--- src/rtl/adc_smp_pkg.sv ---
package adc_smp_pkg;

    typedef enum logic [1:0] {
        SEQ_IDLE     = 2'd0,
        SEQ_CONVERT  = 2'd1,
        SEQ_SHUTDOWN = 2'd2
    } seq_state_t;

endpackage

--- src/rtl/adc_sclk_gen.sv ---
module adc_sclk_gen #(
    parameter int DIV_W = 8
) (
    input  logic             clk,
    input  logic             rst_n,
    input  logic [DIV_W-1:0] div_i,
    output logic             sclk_o,
    output logic             rise_o
);
    localparam int PH_W = DIV_W + 1;

    logic [PH_W-1:0] ph_q;
    logic [PH_W-1:0] ph_last;
    logic [PH_W-1:0] ph_half;

    assign ph_last = {div_i, 1'b1};
    assign ph_half = {1'b0, div_i};
    assign rise_o  = (ph_q == ph_last);

    always_ff @(posedge clk or negedge rst_n) begin
        if (!rst_n) begin
            ph_q   <= '0;
            sclk_o <= 1'b1;
        end else if (ph_q == ph_last) begin
            ph_q   <= '0;
            sclk_o <= 1'b1;
        end else begin
            ph_q <= ph_q + 1'b1;
            if (ph_q == ph_half) begin
                sclk_o <= 1'b0;
            end
        end
    end

    // the phase counter never passes the end of the current period
    assert_phase_bound_R1: assert property (@(posedge clk) disable iff (!rst_n)
        ph_q <= ph_last);

endmodule

--- src/rtl/adc_sample_timer.sv ---
module adc_sample_timer #(
    parameter int IVL_W   = 12,
    parameter int MIN_IVL = 17
) (
    input  logic             clk,
    input  logic             rst_n,
    input  logic             tick_i,
    input  logic             run_i,
    input  logic [IVL_W-1:0] ivl_i,
    output logic             start_o
);
    logic [IVL_W-1:0] cnt_q;
    logic [IVL_W-1:0] ivl_eff;

    assign ivl_eff = (ivl_i < IVL_W'(MIN_IVL)) ? IVL_W'(MIN_IVL) : ivl_i;
    assign start_o = tick_i && run_i && (cnt_q == ivl_eff - 1'b1);

    always_ff @(posedge clk or negedge rst_n) begin
        if (!rst_n) begin
            cnt_q <= '0;
        end else if (tick_i) begin
            if (!run_i || start_o) begin
                cnt_q <= '0;
            end else begin
                cnt_q <= cnt_q + 1'b1;
            end
        end
    end

    // the count stays inside the clamped interval
    assert_count_bound_R4: assert property (@(posedge clk) disable iff (!rst_n)
        cnt_q < ivl_eff);

endmodule

--- src/rtl/adc_frame_seq.sv ---
module adc_frame_seq
    import adc_smp_pkg::*;
#(
    parameter int WORD_BITS = 16,
    parameter int RES_BITS  = 12,
    parameter int PD_BITS   = 8
) (
    input  logic                clk,
    input  logic                rst_n,
    input  logic                start_i,
    input  logic                tick_i,
    input  logic                sdata_i,
    input  logic                pd_req_i,
    output logic                cs_n_o,
    output logic [RES_BITS-1:0] sample_o,
    output logic                valid_o
);
    localparam int CNT_W = $clog2(WORD_BITS);

    seq_state_t         state_q;
    seq_state_t         state_d;
    logic [CNT_W-1:0]   bits_q;
    logic [RES_BITS-2:0] shift_q;
    logic               pd_pend_q;
    logic               conv_done;
    logic               pd_done;

    assign conv_done = tick_i && (bits_q == CNT_W'(WORD_BITS - 1));
    assign pd_done   = tick_i && (bits_q == CNT_W'(PD_BITS - 1));
    assign cs_n_o    = (state_q == SEQ_IDLE);

    always_comb begin
        state_d = state_q;
        unique case (state_q)
            SEQ_IDLE: begin
                if (start_i) begin
                    state_d = pd_pend_q ? SEQ_SHUTDOWN : SEQ_CONVERT;
                end
            end
            SEQ_CONVERT: begin
                if (conv_done) begin
                    state_d = SEQ_IDLE;
                end
            end
            SEQ_SHUTDOWN: begin
                if (pd_done) begin
                    state_d = SEQ_IDLE;
                end
            end
            default: state_d = SEQ_IDLE;
        endcase
    end

    always_ff @(posedge clk or negedge rst_n) begin
        if (!rst_n) begin
            state_q <= SEQ_IDLE;
        end else begin
            state_q <= state_d;
        end
    end

    always_ff @(posedge clk or negedge rst_n) begin
        if (!rst_n) begin
            bits_q    <= '0;
            shift_q   <= '0;
            pd_pend_q <= 1'b0;
            sample_o  <= '0;
            valid_o   <= 1'b0;
        end else begin
            valid_o <= 1'b0;
            if (state_q == SEQ_IDLE) begin
                bits_q <= '0;
                if (start_i) begin
                    pd_pend_q <= pd_req_i;
                end else if (pd_req_i) begin
                    pd_pend_q <= 1'b1;
                end
            end else begin
                if (pd_req_i) begin
                    pd_pend_q <= 1'b1;
                end
                if (tick_i) begin
                    bits_q <= bits_q + 1'b1;
                    if (state_q == SEQ_CONVERT) begin
                        shift_q <= {shift_q[RES_BITS-3:0], sdata_i};
                        if (conv_done) begin
                            sample_o <= {shift_q, sdata_i};
                            valid_o  <= 1'b1;
                        end
                    end
                end
            end
        end
    end

    // the strobe never lasts two cycles
    assert_valid_single_R7: assert property (@(posedge clk) disable iff (!rst_n)
        valid_o |=> !valid_o);

    // a shortened burst never raises the strobe
    assert_shutdown_silent_R8: assert property (@(posedge clk) disable iff (!rst_n)
        (state_q == SEQ_SHUTDOWN) |=> !valid_o);

    // a burst never runs past its edge count
    assert_burst_len_R8: assert property (@(posedge clk) disable iff (!rst_n)
        (state_q == SEQ_SHUTDOWN) |-> (bits_q < CNT_W'(PD_BITS)));

endmodule

--- src/rtl/adc_frame_sampler.sv ---
module adc_frame_sampler #(
    parameter int DIV_W     = 8,
    parameter int IVL_W     = 12,
    parameter int WORD_BITS = 16,
    parameter int RES_BITS  = 12,
    parameter int PD_BITS   = 8
) (
    input  logic                clk,
    input  logic                rst_n,
    input  logic                enable,
    input  logic [DIV_W-1:0]    div_cfg,
    input  logic [IVL_W-1:0]    interval_cfg,
    input  logic                pd_req,
    input  logic                sdata,
    output logic                cs_n,
    output logic                sclk,
    output logic [RES_BITS-1:0] sample,
    output logic                sample_valid
);
    localparam int MIN_IVL = WORD_BITS + 1;

    logic [DIV_W-1:0] div_act;
    logic [IVL_W-1:0] ivl_act;
    logic             period_edge;
    logic             frame_start;
    logic             cfg_load;

    assign cfg_load = period_edge && (frame_start || (cs_n && !enable));

    always_ff @(posedge clk or negedge rst_n) begin
        if (!rst_n) begin
            div_act <= '0;
            ivl_act <= '0;
        end else if (cfg_load) begin
            div_act <= div_cfg;
            ivl_act <= interval_cfg;
        end
    end

    adc_sclk_gen #(
        .DIV_W (DIV_W)
    ) u_sclk (
        .clk    (clk),
        .rst_n  (rst_n),
        .div_i  (div_act),
        .sclk_o (sclk),
        .rise_o (period_edge)
    );

    adc_sample_timer #(
        .IVL_W   (IVL_W),
        .MIN_IVL (MIN_IVL)
    ) u_timer (
        .clk     (clk),
        .rst_n   (rst_n),
        .tick_i  (period_edge),
        .run_i   (enable),
        .ivl_i   (ivl_act),
        .start_o (frame_start)
    );

    adc_frame_seq #(
        .WORD_BITS (WORD_BITS),
        .RES_BITS  (RES_BITS),
        .PD_BITS   (PD_BITS)
    ) u_seq (
        .clk      (clk),
        .rst_n    (rst_n),
        .start_i  (frame_start),
        .tick_i   (period_edge),
        .sdata_i  (sdata),
        .pd_req_i (pd_req),
        .cs_n_o   (cs_n),
        .sample_o (sample),
        .valid_o  (sample_valid)
    );

    // a frame opens only together with a serial rising edge
    assert_start_on_edge_R2: assert property (@(posedge clk) disable iff (!rst_n)
        $fell(cs_n) |-> $rose(sclk));

    // no frame opens unless enabled
    assert_start_enabled_R10: assert property (@(posedge clk) disable iff (!rst_n)
        $fell(cs_n) |-> $past(enable));

    // the strobe coincides with the end of a frame
    assert_valid_at_end_R7: assert property (@(posedge clk) disable iff (!rst_n)
        sample_valid |-> $rose(cs_n));

    // settings move only at a frame start or while idle
    assert_cfg_boundary_R9: assert property (@(posedge clk) disable iff (!rst_n)
        !$stable(div_act) |-> (cs_n || $fell(cs_n)));

endmodule

--- config.mk ---
export PLATFORM = sky130hd
export DESIGN_NAME = adc_frame_sampler
export DESIGN_NICKNAME = d
export VERILOG_FILES = /design/src/rtl/adc_smp_pkg.sv /design/src/rtl/adc_sclk_gen.sv /design/src/rtl/adc_sample_timer.sv /design/src/rtl/adc_frame_seq.sv /design/src/rtl/adc_frame_sampler.sv
export SDC_FILE = /design/constraint.sdc
export NUM_CORES = 1
export LEC_CHECK = 0
export BUFFER_PORTS_ARGS = -buffer_cell sky130_fd_sc_hd__buf_4
export CORE_UTILIZATION = 28
export CTS_CLUSTER_SIZE = 12
export DETAILED_ROUTE_END_ITERATION = 10
export HOLD_SLACK_MARGIN = 0.02
export SLEW_MARGIN = 5
export SYNTH_ARGS = -nofsm -noshare
export SYNTH_HDL_FRONTEND = slang
export SYNTH_SLANG_ARGS = --single-unit
--- constraint.sdc ---
create_clock -name clk -period 3.7 [get_ports clk]
set_clock_uncertainty 0.1 [all_clocks]
set_input_delay 0.74 -clock clk [delete_from_list [all_inputs] [get_ports clk]]
set_output_delay 0.74 -clock clk [all_outputs]
set_load 0.005 [all_outputs]
==> metrics.yaml <==
min_path:
  min_from: "u_sclk.sclk_o$_DFFE_PN1P_"
  hold_class: "reg -> reg"
  hold-path-endpoint: "u_sclk.sclk_o$_DFFE_PN1P_"
  holdPathStages: 2
clock_network:
  cts.repair_timing.setup_buffer_count: 0
  cts_tree: "done"
  path_clk_slew_ns: 0.06
  clockBufferDepth: 2
  htree_levels: 3
  clockRootBuffer: "clkbuf_16"
  numCtsBuffers: 9
  clock_sinks: 73
  clk_latency_ns: 0.34
placed_design:
  finalWeightedCongestion: 0.853
  io_buffers: 39
  dp_hpwl_um: 7390
floorplan:
  io_pins: 40
  core_um2: 15400
  die_x_um: 128
  start_util: 0.291
  die_h_um: 128
  die_area_um2: 16500
  num_rows: 45
global_routing:
  grt_pass1_wl_um: 18300
  grt_usage: 0.141
  grt_start_max_net_pins: 74
  grt_pass1_vias: 3584
  antenna_found_initial: 0
  overflow: 0
logic_synthesis:
  synth_top_area_share: 0.403
  synthXorXnorAreaFrac: 0.0922
  avgSynthCellArea_um2: 8.92
  synth_fa_ha_area_frac: 0.0112
  yosysTopAreaCell: "dfrtp_1"
  ys_types: 52
  synth-main-ff-cell: "dfrtp_1"
  synthArstFlopShare: 1.00
  synthSimpleGateAreaFrac: 0.320
  ys_top_cells_by_area: "dfrtp_1 40%, nand3_1 10%, mux2_2 6.1%"
  synth_edf_count: 0
  synth_area_um2: 4470
  synth_warnings: 0
  synthMuxAreaShare: 0.0605
  synth_fp_nets: 530
  synth_compound_area_frac: 0.0647
  synthCells: 501
  synth_top_family_by_area: "simple AND/OR/NAND/NOR gates"
  ys_seq_area_frac: 0.409
  synth_seq_cells: 73
critical_path:
  crit_arrival_ns: 3.64
  r2r_slack_ns: 0.18
  r2r_cells: 12
  reg2reg_from: "ivl_act[3]$_DFFE_PN0P_"
  cp_max_fo: 45
  start_kind: "register"
  r2r_end: "div_act[1]$_DFFE_PN0P_"
  cp.required_ns: 3.82
  cp-end-kind: "register"
  critPathKind: "reg -> reg"
power_and_ir_drop:
  power_density_nw_per_um2: 321
  p_leak_nw: 2.24
  total_power_mw: 1.73
  ir_drop_mv: 0.219
final_layout:
  num_antenna_cells: 0
  nets: 566
  post-route-util: 0.350
  syn_to_final_growth_pct: 20.6
  drive_above_1_share: 0.221
sta:
  setup_viol: 0
  setup_tns_ns: 0
  finalMaxSlewViolations: 0
  worst_pin_slew_ns: 1.23
  final-hold-violation-count: 0
  fmax_mhz: 284
  timing.final.crit_share: 0.951
  hold_slack_ns: 0.375
  layout_min_cycle_time_ns: 3.52
  max_slew_margin: 0.178
run_status:
  status: "completed"
detailed_routing:
  wirelength_um: 11000
  drc: 0
  vias: 3810
  firstDrtPassIters: 5
  drtIter0Drc: 204
  postRouteAntennaNets: 0
  wl_per_cell_um: 14.7
  viasPerCell: 5.06
job:
  max_cap_violations: 0
-- stage by stage --
stage	setup slack [ns]	instance area, µm²	cells
2_1_floorplan	0.0479	4490	501
3_3_place_gp	0.116	5080	737
3_5_place_dp	0.0770	5080	737
4_1_cts	0.0644	5350	753
5_1_grt	-0.00592	5390	753
6_report	0.180	5390	753
-- sequential cells by signal, summed over array words and instances, names as in the netlist --
| signal | flops |
|---|---|
| u_seq.state_q | 2 |
| u_timer.cnt_q | 12 |
| u_seq.pd_pend_q | 1 |
| ivl_act | 12 |
| u_sclk.sclk_o | 1 |
| u_seq.shift_q | 11 |
| u_seq.valid_o | 1 |
| div_act | 8 |
| u_sclk.ph_q | 9 |
| u_seq.sample_o | 12 |
| u_seq.bits_q | 4 |
-- worst max-delay path by stage --
stage	startpoint	end	slack [ns]
final	ivl_act[3]$_DFFE_PN0P_	div_act[1]$_DFFE_PN0P_	0.18
after global routing	ivl_act[2]$_DFFE_PN0P_	ivl_act[6]$_DFFE_PN0P_	-0.006
after CTS	ivl_act[3]$_DFFE_PN0P_	div_act[2]$_DFFE_PN0P_	0.06
after detailed placement	ivl_act[3]$_DFFE_PN0P_	div_act[2]$_DFFE_PN0P_	0.08
after global placement	ivl_act[3]$_DFFE_PN0P_	div_act[5]$_DFFE_PN0P_	0.12
after floorplan	ivl_act[3]$_DFFE_PN0P_	div_act[3]$_DFFE_PN0P_	0.05
-- cells in the final DEF, fill, tap and decap left out, types with 4 or more instances in the layout --
cell / instances
and3_1: 24
buf_4: 64
clkbuf_16: 9
dfrtp_1: 72
ha_1: 4
mux2_2: 24
nand2_1: 43
nand3_1: 91
nand4_1: 8
nor2_1: 42
nor2b_1: 5
nor3_1: 15
o21ai_0: 7
or3_1: 24
xnor2_1: 29
xor2_1: 18
-- power by group --
part	total (mW)	internal [mW]	switching, mW
Clock	0.818	0.455	0.363
Combinational	0.0996	0.0418	0.0578
Sequential	0.810	0.803	0.00688
Total	1.73	1.30	0.427
-- cells by family (layout without fill, tap and decap cells) --
logic type | after synthesis | count (layout)
and+or+nand+nor | 274 | 274
DFF | 73 | 73
xor gates and xnor gates | 47 | 47
buffers and inverters | 43 | 84
AOI/OAI and AO/OA | 36 | 36
muxes | 24 | 24
adders and majority gates | 4 | 4
-- layout make-up --
type / instances / area [µm²]
fillers: 1542 / 9990
well taps: 211 / 264
repair buffers: 65 / 500
clock inverters: 6 / 42.5
flip-flops and latches: 73 / 1830
multi-input cells: 385 / 2510
inverters: 3 / 11.3
clock buffers: 10 / 229
-- critical path: stages (launching register included) --
cell and delay, ns:
dfrtp_1 0.38, o41ai_2 0.39, nand3_1 0.16, nand2_1 0.10, ha_1 0.15, or4b_4 0.51, a211oi_4 0.26, xnor2_1 0.14
nor4_4 0.31, nand4_4 0.13, buf_12 0.20, and3_1 0.18, or3_1 0.37
-- cells in the mapped netlist (8+ instances only) --
master     n
nand3_1   91
clkbuf_1  27
xnor2_1   29
xor2_1    18
nand4_1    8
mux2_2    24
nor2_1    42
dfrtp_1   72
nand2_1   43
nor3_1    17
or3_1     24
and3_1    25
-- timing repair --
action,in CTS,in global routing
setup endpoints to repair,0,30
resized for setup,0,5
hold endpoints to repair,0,0
hold buffers,0,0
-- layer usage --
layer  wire length, µm  up-vias  global-route usage
met1              5230     1851               0.189
met2              5050       95               0.217
met4               250        0              0.0588
met5                 0        -                   0
met3               503       16              0.0346
li1                  -     1848                   -
Note: power is estimated with default switching activity, not from simulation.
